## config.mk

```make
export PLATFORM = sky130hd
export DESIGN_NAME = irq_claim_ctrl
export DESIGN_NICKNAME = d
export VERILOG_FILES = /design/src/rtl/intc_pkg.sv /design/src/rtl/intc_gateway.sv /design/src/rtl/intc_target.sv /design/src/rtl/irq_claim_ctrl.sv
export SDC_FILE = /design/constraint.sdc
export NUM_CORES = 1
export LEC_CHECK = 0
export CAP_MARGIN = 15
export CELL_PAD_IN_SITES_DETAIL_PLACEMENT = 1
export CELL_PAD_IN_SITES_GLOBAL_PLACEMENT = 2
export CORE_MARGIN = 3
export CORE_UTILIZATION = 30
export CTS_BUF_LIST = sky130_fd_sc_hd__clkbuf_2 sky130_fd_sc_hd__clkbuf_4 sky130_fd_sc_hd__clkbuf_8
export DETAILED_ROUTE_END_ITERATION = 10
export PLACE_DENSITY = 0.75
export SLEW_MARGIN = 0
export SYNTH_ARGS = -nofsm -noshare
export SYNTH_HDL_FRONTEND = slang
export SYNTH_SLANG_ARGS = --single-unit
```

## constraint.sdc

```tcl
create_clock -name clk_i -period 25.6 [get_ports clk_i]
set_clock_uncertainty 0.05 [all_clocks]
set_input_delay 5.12 -clock clk_i [delete_from_list [all_inputs] [get_ports clk_i]]
set_output_delay 5.12 -clock clk_i [all_outputs]
set_load 0.01 [all_outputs]
```

## src/rtl/intc_pkg.sv

```systemverilog
package intc_pkg;
  typedef enum logic [1:0] {
    RGN_PRIO = 2'd0,
    RGN_EN   = 2'd1,
    RGN_CTX  = 2'd2,
    RGN_RSVD = 2'd3
  } rgn_e;
endpackage

```

## src/rtl/intc_gateway.sv

```systemverilog
module intc_gateway #(
  parameter int NUM_SRC = 7
) (
  input  logic               clk_i,
  input  logic               rst_ni,
  input  logic [NUM_SRC-1:0] src_i,
  input  logic [NUM_SRC-1:0] claim_i,
  input  logic [NUM_SRC-1:0] comp_i,
  output logic [NUM_SRC-1:0] pend_o
);
  logic [NUM_SRC-1:0] pend_q, act_q;

  always_ff @(posedge clk_i or negedge rst_ni) begin
    if (!rst_ni) begin
      pend_q <= '0;
      act_q  <= '0;
    end else begin
      for (int i = 0; i < NUM_SRC; i++) begin
        if (claim_i[i]) begin
          pend_q[i] <= 1'b0;
          act_q[i]  <= 1'b1;
        end else begin
          if (comp_i[i]) act_q[i] <= 1'b0;
          // blocked sources do not re-pend until completion
          if (src_i[i] && !pend_q[i] && !act_q[i]) pend_q[i] <= 1'b1;
        end
      end
    end
  end

  assign pend_o = pend_q;

  for (genvar g = 0; g < NUM_SRC; g++) begin : g_chk
    AST_CLAIM_CLEARS_PEND: assert property (@(posedge clk_i) disable iff (!rst_ni)
      claim_i[g] |=> !pend_q[g]);
    AST_CLAIM_NEEDS_PEND: assert property (@(posedge clk_i) disable iff (!rst_ni)
      claim_i[g] |-> pend_q[g]);
    AST_BLOCKED_NO_PEND: assert property (@(posedge clk_i) disable iff (!rst_ni)
      (act_q[g] && !comp_i[g]) |=> !pend_q[g]);
  end
endmodule

```

## src/rtl/intc_target.sv

```systemverilog
module intc_target #(
  parameter int NUM_SRC = 7,
  parameter int PRIO_W  = 3,
  parameter int ID_W    = 3
) (
  input  logic                           clk_i,
  input  logic                           rst_ni,
  input  logic [NUM_SRC-1:0]             pend_i,
  input  logic [NUM_SRC-1:0]             en_i,
  input  logic [NUM_SRC-1:0][PRIO_W-1:0] prio_i,
  input  logic [PRIO_W-1:0]              thr_i,
  output logic [ID_W-1:0]                best_id_o,
  output logic                           irq_o
);
  logic [PRIO_W-1:0] best_p;

  // strict compare: zero priority never wins, ties keep the lower ID
  always_comb begin
    best_p    = '0;
    best_id_o = '0;
    for (int i = 0; i < NUM_SRC; i++) begin
      if (pend_i[i] && en_i[i] && (prio_i[i] > best_p)) begin
        best_p    = prio_i[i];
        best_id_o = ID_W'(i + 1);
      end
    end
  end

  assign irq_o = best_p > thr_i;

  for (genvar g = 0; g < NUM_SRC; g++) begin : g_chk
    AST_WINNER_ELIGIBLE: assert property (@(posedge clk_i) disable iff (!rst_ni)
      (best_id_o == ID_W'(g + 1)) |-> (pend_i[g] && en_i[g] && prio_i[g] != '0));
  end
endmodule

```

## src/rtl/irq_claim_ctrl.sv

```systemverilog
module irq_claim_ctrl
  import intc_pkg::*;
#(
  parameter int NUM_SRC = 7,
  parameter int NUM_CTX = 2,
  parameter int PRIO_W  = 3,
  parameter int ADDR_W  = 10
) (
  input  logic               clk_i,
  input  logic               rst_ni,
  input  logic [NUM_SRC-1:0] src_i,
  input  logic               req_i,
  input  logic               we_i,
  input  logic [ADDR_W-1:0]  addr_i,
  input  logic [31:0]        wdata_i,
  output logic               rvalid_o,
  output logic [31:0]        rdata_o,
  output logic [NUM_CTX-1:0] irq_o
);
  localparam int ID_W   = $clog2(NUM_SRC + 1);
  localparam int IDX_W  = ADDR_W - 4;
  localparam int CIDX_W = IDX_W - 1;

  logic [NUM_SRC-1:0][PRIO_W-1:0] prio_q;
  logic [NUM_CTX-1:0][NUM_SRC-1:0] en_q;
  logic [NUM_CTX-1:0][PRIO_W-1:0]  thr_q;
  logic [NUM_CTX-1:0][ID_W-1:0]    best_id;
  logic [NUM_SRC-1:0] pend, claim_vec, comp_vec;
  logic [31:0] rd_next;

  rgn_e              rgn;
  logic [IDX_W-1:0]  idx;
  logic [CIDX_W-1:0] cidx;
  logic              sel_claim, aligned, rd, wr;

  assign rgn       = rgn_e'(addr_i[ADDR_W-1:ADDR_W-2]);
  assign idx       = addr_i[ADDR_W-3:2];
  assign cidx      = addr_i[ADDR_W-3:3];
  assign sel_claim = addr_i[2];
  assign aligned   = addr_i[1:0] == 2'b00;
  assign rd        = req_i && !we_i && aligned;
  assign wr        = req_i && we_i && aligned;

  intc_gateway #(.NUM_SRC(NUM_SRC)) u_gw (
    .clk_i  (clk_i),
    .rst_ni (rst_ni),
    .src_i  (src_i),
    .claim_i(claim_vec),
    .comp_i (comp_vec),
    .pend_o (pend)
  );

  for (genvar c = 0; c < NUM_CTX; c++) begin : g_ctx
    intc_target #(.NUM_SRC(NUM_SRC), .PRIO_W(PRIO_W), .ID_W(ID_W)) u_tgt (
      .clk_i    (clk_i),
      .rst_ni   (rst_ni),
      .pend_i   (pend),
      .en_i     (en_q[c]),
      .prio_i   (prio_q),
      .thr_i    (thr_q[c]),
      .best_id_o(best_id[c]),
      .irq_o    (irq_o[c])
    );

    AST_IRQ_HAS_WINNER: assert property (@(posedge clk_i) disable iff (!rst_ni)
      irq_o[c] |-> (best_id[c] != '0));
  end

  // claim on read, complete on write of the claim word
  always_comb begin
    claim_vec = '0;
    comp_vec  = '0;
    for (int c = 0; c < NUM_CTX; c++) begin
      for (int i = 0; i < NUM_SRC; i++) begin
        if (rd && rgn == RGN_CTX && cidx == CIDX_W'(c) && sel_claim &&
            best_id[c] == ID_W'(i + 1))
          claim_vec[i] = 1'b1;
        if (wr && rgn == RGN_CTX && cidx == CIDX_W'(c) && sel_claim &&
            wdata_i == 32'(i + 1) && en_q[c][i])
          comp_vec[i] = 1'b1;
      end
    end
  end

  always_comb begin
    rd_next = '0;
    unique case (rgn)
      RGN_PRIO:
        for (int i = 0; i < NUM_SRC; i++)
          if (idx == IDX_W'(i + 1)) rd_next = 32'(prio_q[i]);
      RGN_EN:
        for (int c = 0; c < NUM_CTX; c++)
          if (idx == IDX_W'(c)) rd_next = 32'({en_q[c], 1'b0});
      RGN_CTX:
        for (int c = 0; c < NUM_CTX; c++)
          if (cidx == CIDX_W'(c))
            rd_next = sel_claim ? 32'(best_id[c]) : 32'(thr_q[c]);
      default: rd_next = '0;
    endcase
  end

  always_ff @(posedge clk_i or negedge rst_ni) begin
    if (!rst_ni) begin
      rvalid_o <= 1'b0;
      rdata_o  <= '0;
    end else begin
      rvalid_o <= req_i && !we_i;
      if (req_i && !we_i) rdata_o <= aligned ? rd_next : '0;
    end
  end

  always_ff @(posedge clk_i or negedge rst_ni) begin
    if (!rst_ni) begin
      prio_q <= '0;
    end else begin
      for (int i = 0; i < NUM_SRC; i++)
        if (wr && rgn == RGN_PRIO && idx == IDX_W'(i + 1))
          prio_q[i] <= wdata_i[PRIO_W-1:0];
    end
  end

  always_ff @(posedge clk_i or negedge rst_ni) begin
    if (!rst_ni) begin
      en_q  <= '0;
      thr_q <= '0;
    end else begin
      for (int c = 0; c < NUM_CTX; c++) begin
        if (wr && rgn == RGN_EN && idx == IDX_W'(c))
          en_q[c] <= wdata_i[NUM_SRC:1];
        if (wr && rgn == RGN_CTX && cidx == CIDX_W'(c) && !sel_claim)
          thr_q[c] <= wdata_i[PRIO_W-1:0];
      end
    end
  end

  AST_ONE_CLAIM: assert property (@(posedge clk_i) disable iff (!rst_ni)
    $onehot0(claim_vec));
  AST_NO_CLAIM_AND_COMP: assert property (@(posedge clk_i) disable iff (!rst_ni)
    (claim_vec & comp_vec) == '0);
endmodule

```

==> metrics.cfg, run 1 <==
[detailed_routing]
ant_nets = 0
drtPass1Iterations = 5
vias = 5166
via_per_inst = 5.57
drc_errors = 0
totalWireLength_um = 19700
dr.first_iter.drc_count = 229
detail_route.wl_per_cell_um = 21.3

[synth]
syn_avg_cell_area_um2 = 8.45
synth_cell_types = 79
netlist_instances = 643
yosys-top-cells-area = dfrtp_1 29%, mux2_2 8.9%, ha_1 7.6%, nand2_1 4.8%, o21ai_0 4.0%
synth_enable_flop_cells = 0
yosys_warnings = 0
netlist.area_leader.share_pct = 29.5
synth_seq_area_share_pct = 29.5
async_flop_share_pct = 100
synth-seq-cells = 64
syn_area_um2 = 5440
synthFlopType = dfrtp_1
yosysTopAreaCell = dfrtp_1

[timing]
clock.fmax_mhz = 55.8
fin_crit_sh_pct = 70.0
relSlewSlack_pct = 26.4
rsz0062_at_grt = false
finalSetupViolations = 0
maxSlewViolCount = 0
tns_ns = 0
tightest_slew_ns = 1.10
final-hold-violation-count = 0
min_period_ns = 17.91

[clock_network]
cts_tree = done
cts-resized-gates = 0
cts_root_buf = clkbuf_8
hold_buffers = 0
cts_max_level = 3
path_clk_slew_ns = 0.09
cts_sinks = 64
clkLatencyLatePin_ns = 0.37
post_cts_buffers = 0
numCtsBuffers = 9
ctsLongestPathBuffers = 2

[power]
p_int_w = 0.000159
p_seq_share_pct = 47.5
irDropWorstVdd_v = 0.0000209
swShare_pct = 26.5
switchingPower_w = 0.0000573
p_comb_share_pct = 10.7
p_leak_nw = 2.57
p_per_area_nw_per_um2 = 34.0
clockPowerShare_pct = 41.8

[outcome]
outcome = finished, final reports clean

[final_layout]
layout.cells.non_filler = 928
nNetsFinal = 784
final_util_pct = 36.3
drive_above_1_share_pct = 12.5
antenna_cells = 0
num-fill-cells = 2104
syn_to_final_growth_pct = 17.2

[die]
die_h_um = 141
num_rows = 48
start_util_pct = 31.0
io_pins = 88
fp.dieArea_um2 = 19800
core-area_um2 = 17500
die_x_um = 141

[setup_path]
crit_arrival_ns = 12.74
cp_slowest_stage_delay_ns = 0.84
cp_slowest_cell = a311oi_1
required_ns = 20.43
crit_fanout = 13
end_kind = output pin
path_common_cell = ha_1
path_buf_inv = 6
worst_setup_path_start_kind = flop
critical_path.top_delay_family = compound AO/OA/AOI/OAI gates
path_class = flop to output pin

[flow_run]
drv_cap = 0

[placed_design]
numPortBuffers = 63
gp_congestion = 0.990
dp.cells = 912
hpwl_um = 15800

[grt]
overflow = 0
grt_usage_pct = 20.3
grt_max_degree = 65
grt_pass1_wl_um = 31200
antenna_found_initial = 1
grt_pass1_vias = 5507

[min_path]
min_path_type = flop to flop

power groups by stage:
stage / Sequential [W] / Combinational [W] / Clock [W]
5_1_grt: 0.000103 / 0.0000253 / 0.0000979
3_5_place_dp: 0.000105 / 0.0000231 / 0
6_report: 0.000103 / 0.0000232 / 0.0000906
4_1_cts: 0.000103 / 0.0000232 / 0.0000932
2_1_floorplan: 0.000104 / 0.0000115 / 0
3_3_place_gp: 0.000105 / 0.0000227 / 0
area by class of cell:
| class | instances | area (um^2) | area share [%] |
|---|---|---|---|
| clock inverter | 5 | 57.6 | 0.903 |
| sequential | 64 | 1600 | 25.1 |
| timing repair buffer | 68 | 663 | 10.4 |
| inverter | 40 | 150 | 2.36 |
| multi-input combinational | 515 | 3480 | 54.6 |
| clock buffer | 11 | 139 | 2.18 |
| tap | 225 | 282 | 4.42 |
worst reg2reg max path: cells and delay by family, from the launching register on:
| family | cells | cell delay, ns |
|---|---|---|
| AND/OR/NAND/NOR | 21 | 4.41 |
| AO/OA/AOI/OAI | 16 | 4.06 |
| adder cells (fa/ha/maj) | 6 | 1.95 |
| multiplexers | 3 | 0.91 |
| flip-flops | 1 | 0.50 |
| buffers and inverters | 4 | 0.26 |
cell families after synthesis:
kind of cell               Yosys count  synth area share (%)
and+or+nand+nor                    227                  21.3
other                                1                0.0690
adders and majority gates           34                  7.78
DFF                                 64                  29.5
AOI/OAI and AO/OA                  173                  21.8
buffers and inverters               87                  8.10
xor gates and xnor gates             1                 0.161
muxes                               56                  11.4
routing by layer:
layer	track usage, %	vias up	share of wire (%)
li1	-	2436	-
met4	4.64	0	0.87
met3	3.39	17	4.4
met5	0	-	0
met2	33.7	131	48
met1	27.8	2582	47
placed cells by master (no fill, tap or decap), types with 8 or more instances in the layout:
cell             netlist  layout
a21o_1                 9       9
a21oi_1               30      30
a22oi_1               13      13
a31oi_1               12      12
and3_1                 9       9
clkbuf_8               0       9
clkdlybuf4s50_1        0      62
conb_1                 1      24
dfrtp_1               64      64
ha_1                  33      33
inv_1                 40      40
mux2_2                43      43
mux2i_1               12      12
nand2_1               69      69
nand3_1               24      24
nand4_1                8       8
nor2_1                38      38
nor2b_1               12      12
nor3_1                20      20
nor4_1                 9       9
o21ai_0               43      43
o31ai_1                8       8
stage by stage:
step                area (um^2)  hold slack, ns  worst slack (ns)  power (W)
floorplan                  5520           0.399             10.49   0.000116
global placement           6180           0.410              8.81   0.000127
detailed placement         6180           0.417              8.22   0.000128
CTS                        6370           0.434              7.66   0.000219
global route               6370           0.469              6.53   0.000226
finish                     6370           0.432              7.69   0.000216
registers in the layout, summed over array words and instances, names as in the netlist:
signal and cells:
rdata_o 8, en_q 14, u_gw.pend_o 7, rvalid_o 1, u_gw.act_q 7, prio_q 21
thr_q 6
worst paths after layout:
path,startpoint,endpoint,slack [ns],cells after the start
worst max-delay path,u_gw.pend_o[0],irq_o[1],7.69,52
worst min-delay path,u_gw.act_q[3],u_gw.act_q[3],0.43,1
worst max register to register,u_gw.pend_o[0],u_gw.pend_o[0],13.35,50
worst min register to register,u_gw.act_q[3],u_gw.act_q[3],0.43,1
max in group asynchronous,rst_ni,prio_q[2],20.04,2
min in group asynchronous,rst_ni,u_gw.pend_o[6],4.88,2
synth_stat cells (4+ instances only):
master	number
nor3_1	20
o21ai_0	43
a31oi_1	12
buf_4	26
nand4_1	8
a22oi_1	13
and3_1	9
mux2_2	43
o31ai_1	8
dfrtp_1	64
nand3_1	24
a21oi_1	30
nor2b_1	12
nor4_1	9
o22ai_1	5
nand2_1	69
nor2_1	38
nand2b_1	6
inv_1	40
and2_1	7
ha_1	33
a21o_1	9
a22o_1	4
mux2i_1	12
o31a_1	5
clkbuf_1	17
a31o_2	4
No activity file was read; power rests on OpenSTA's default activity.
==> inputs of run 2 (changes only) <==
PLACE_DENSITY = 0.78   (was 0.75)
clock period = 15.1 ns   (was 25.6 ns; I/O delays follow)
==> metrics.cfg, run 2 (synthesized netlist as in run 1, its figures left out) <==
[detailed_routing]
drtPass1Iterations = 4  ; -1
drc_errors = 0  ; unchanged
vias = 5196  ; +0.58%
totalWireLength_um = 20000  ; +1.3%
dr.first_iter.drc_count = 249  ; +8.7%
detail_route.wl_per_cell_um = 21.4  ; +0.76%
via_per_inst = 5.57  ; about the same
ant_nets = 0  ; unchanged

[outcome]
outcome = finished, final reports clean

[placed_design]
gp_congestion = 0.928  ; -6.2%
hpwl_um = 15800  ; +0.21%
numPortBuffers = 63  ; unchanged
dpl_worst_slack_ns = 0.897  ; -7.32 ns

[timing]
fin_crit_sh_pct = 94.7
holdWs_ns = 0.440  ; +0.00847 ns
finalSetupViolations = 0  ; unchanged
tightest_slew_ns = 0.907  ; -0.189 ns
relSlewSlack_pct = 39.3  ; +13 points
rsz0062_at_grt = true
min_period_ns = 14.30
fin_ws_ns = 0.795  ; -6.89 ns
maxSlewViolCount = 0  ; unchanged
final-hold-violation-count = 0  ; unchanged
clock.fmax_mhz = 69.9
tns_ns = 0  ; unchanged

[die]
num_rows = 48  ; unchanged
die_h_um = 141  ; unchanged
core-area_um2 = 17500  ; unchanged
start_util_pct = 31.0  ; unchanged
io_pins = 88  ; unchanged
die_x_um = 141  ; unchanged
fp.dieArea_um2 = 19800  ; unchanged

[grt]
grt_usage_pct = 20.3  ; -0.024 points
grt_pass1_vias = 5595  ; +1.6%
grt_pass1_wl_um = 31200  ; unchanged
antenna_found_initial = 0  ; -1
grt_max_degree = 65  ; unchanged
overflow = 0  ; unchanged
grt.met3_usage_pct = 2.82  ; -0.58 points
use_met1_pct = 27.2  ; -0.57 points
busiest_layer = met2
gr-usage-met2_pct = 34.1  ; +0.43 points

[setup_path]
critical_path.top_delay_family = compound AO/OA/AOI/OAI gates
crit_fanout = 13  ; unchanged
rr_worst_depth = 51  ; +2.0%
path_class = flop to output pin
cp_slowest_stage_delay_ns = 0.56  ; -0.28 ns
cp.depth = 53  ; +1.9%
path_buf_inv = 8  ; +2
worst_setup_path_start_kind = flop
path_common_cell = ha_1
crit_arrival_ns = 11.23  ; -1.51 ns
rrSetupSlack_ns = 4.16  ; -9.19 ns
end_kind = output pin
required_ns = 12.03  ; -8.40 ns
cp_slowest_cell = clkdlybuf4s50_1

[clock_network]
cts_sinks = 64  ; unchanged
numCtsBuffers = 9  ; unchanged
cts_tree = done
path_clk_slew_ns = 0.08  ; about the same
clkLatencyLatePin_ns = 0.37  ; about the same
ctsLongestPathBuffers = 2  ; unchanged
cts_max_level = 3  ; unchanged
cts_root_buf = clkbuf_8

[final_layout]
regMostFlops = prio_q
final_common_cell = nand2_1
multi_input_area_um2 = 3490  ; +0.40%
drive_above_1_share_pct = 13.7  ; +1.2 points
largest_registers = prio_q x21, en_q x14, rdata_o x8
num-fill-cells = 2059  ; -2.1%
nNetsFinal = 789  ; +0.64%
largest_reg_flops = 21  ; unchanged
antenna_cells = 0  ; unchanged
syn_to_final_growth_pct = 19.3
final_util_pct = 37.0  ; +0.63 points
seqCellArea_um2 = 1600  ; +0.16%
final_cell_mix = 69 x nand2_1, 62 x dfrtp_1, 62 x clkdlybuf4s50_1

[power]
p_comb_share_pct = 9.8  ; -0.9 points
p_leak_nw = 2.62  ; +1.8%
p_int_w = 0.000308  ; +94%
p_seq_share_pct = 43.0  ; -4.5 points
total_power_w = 0.000405  ; +87%
swShare_pct = 23.9  ; -2.6 points
clockPowerShare_pct = 47.2  ; +5.4 points
p_per_area_nw_per_um2 = 62.5  ; +84%
irDropWorstVdd_v = 0.0000400  ; +91%
switchingPower_w = 0.0000970  ; +69%

[flow_run]
drv_cap = 0  ; unchanged

[min_path]
min_path_type = flop to flop
hold_path_depth = 1  ; unchanged

-- run 2: routing by layer --
layer / wire, um / vias to the layer above
met1: 9390 / 2586
met2: 9530 / 145
li1: - / 2436
met4: 344 / 0
met3: 737 / 29
met5: 0 / -
-- run 2: worst paths after layout --
path / to / start
setup reg to reg: u_gw.act_q[1] / prio_q[1]
hold reg to reg: u_gw.act_q[0] / u_gw.act_q[0]
hold / removal: u_gw.act_q[0] / u_gw.act_q[0]
setup / recovery: irq_o[1] / prio_q[1]
min in group asynchronous: thr_q[1] / rst_ni
max in group asynchronous: u_gw.pend_o[0] / rst_ni
-- run 2: what timing repair did --
item,4_1_cts,5_1_grt
resized for setup,0,5
hold endpoints to repair,0,0
setup buffers,0,1
setup endpoints to repair,0,2
hold buffers,0,0
-- run 2: layout make-up --
| class | count | share of cell area, % |
|---|---|---|
| tap | 225 | 4.34 |
| clock buffer | 11 | 2.34 |
| sequential | 64 | 24.7 |
| multi-input combinational | 515 | 53.9 |
| timing repair buffer | 73 | 10.8 |
| inverter | 40 | 2.32 |
| clock inverter | 5 | 1.58 |
-- run 2: through the flow --
| step | std cells | instance area (um^2) |
|---|---|---|
| after floorplan | 666 | 5520 |
| after global placement | 916 | 6210 |
| after detailed placement | 916 | 6210 |
| after CTS | 932 | 6460 |
| after global routing | 933 | 6480 |
| final | 933 | 6480 |
-- run 2: power by group through the flow --
| stage | registers, W | logic (W) | clock network, W |
|---|---|---|---|
| after global placement | 0.000177 | 0.0000386 | 0 |
| after floorplan | 0.000177 | 0.0000195 | 0 |
| after CTS | 0.000174 | 0.0000397 | 0.000196 |
| after global routing | 0.000174 | 0.0000431 | 0.000203 |
| after detailed placement | 0.000178 | 0.0000397 | 0 |
| final | 0.000174 | 0.0000397 | 0.000192 |
==> inputs of run 3 (changes only) <==
CTS_CLUSTER_DIAMETER = 40   (was default)
==> results of run 3 <==
The final DEF is identical to that of run 2; final timing and power are the same.
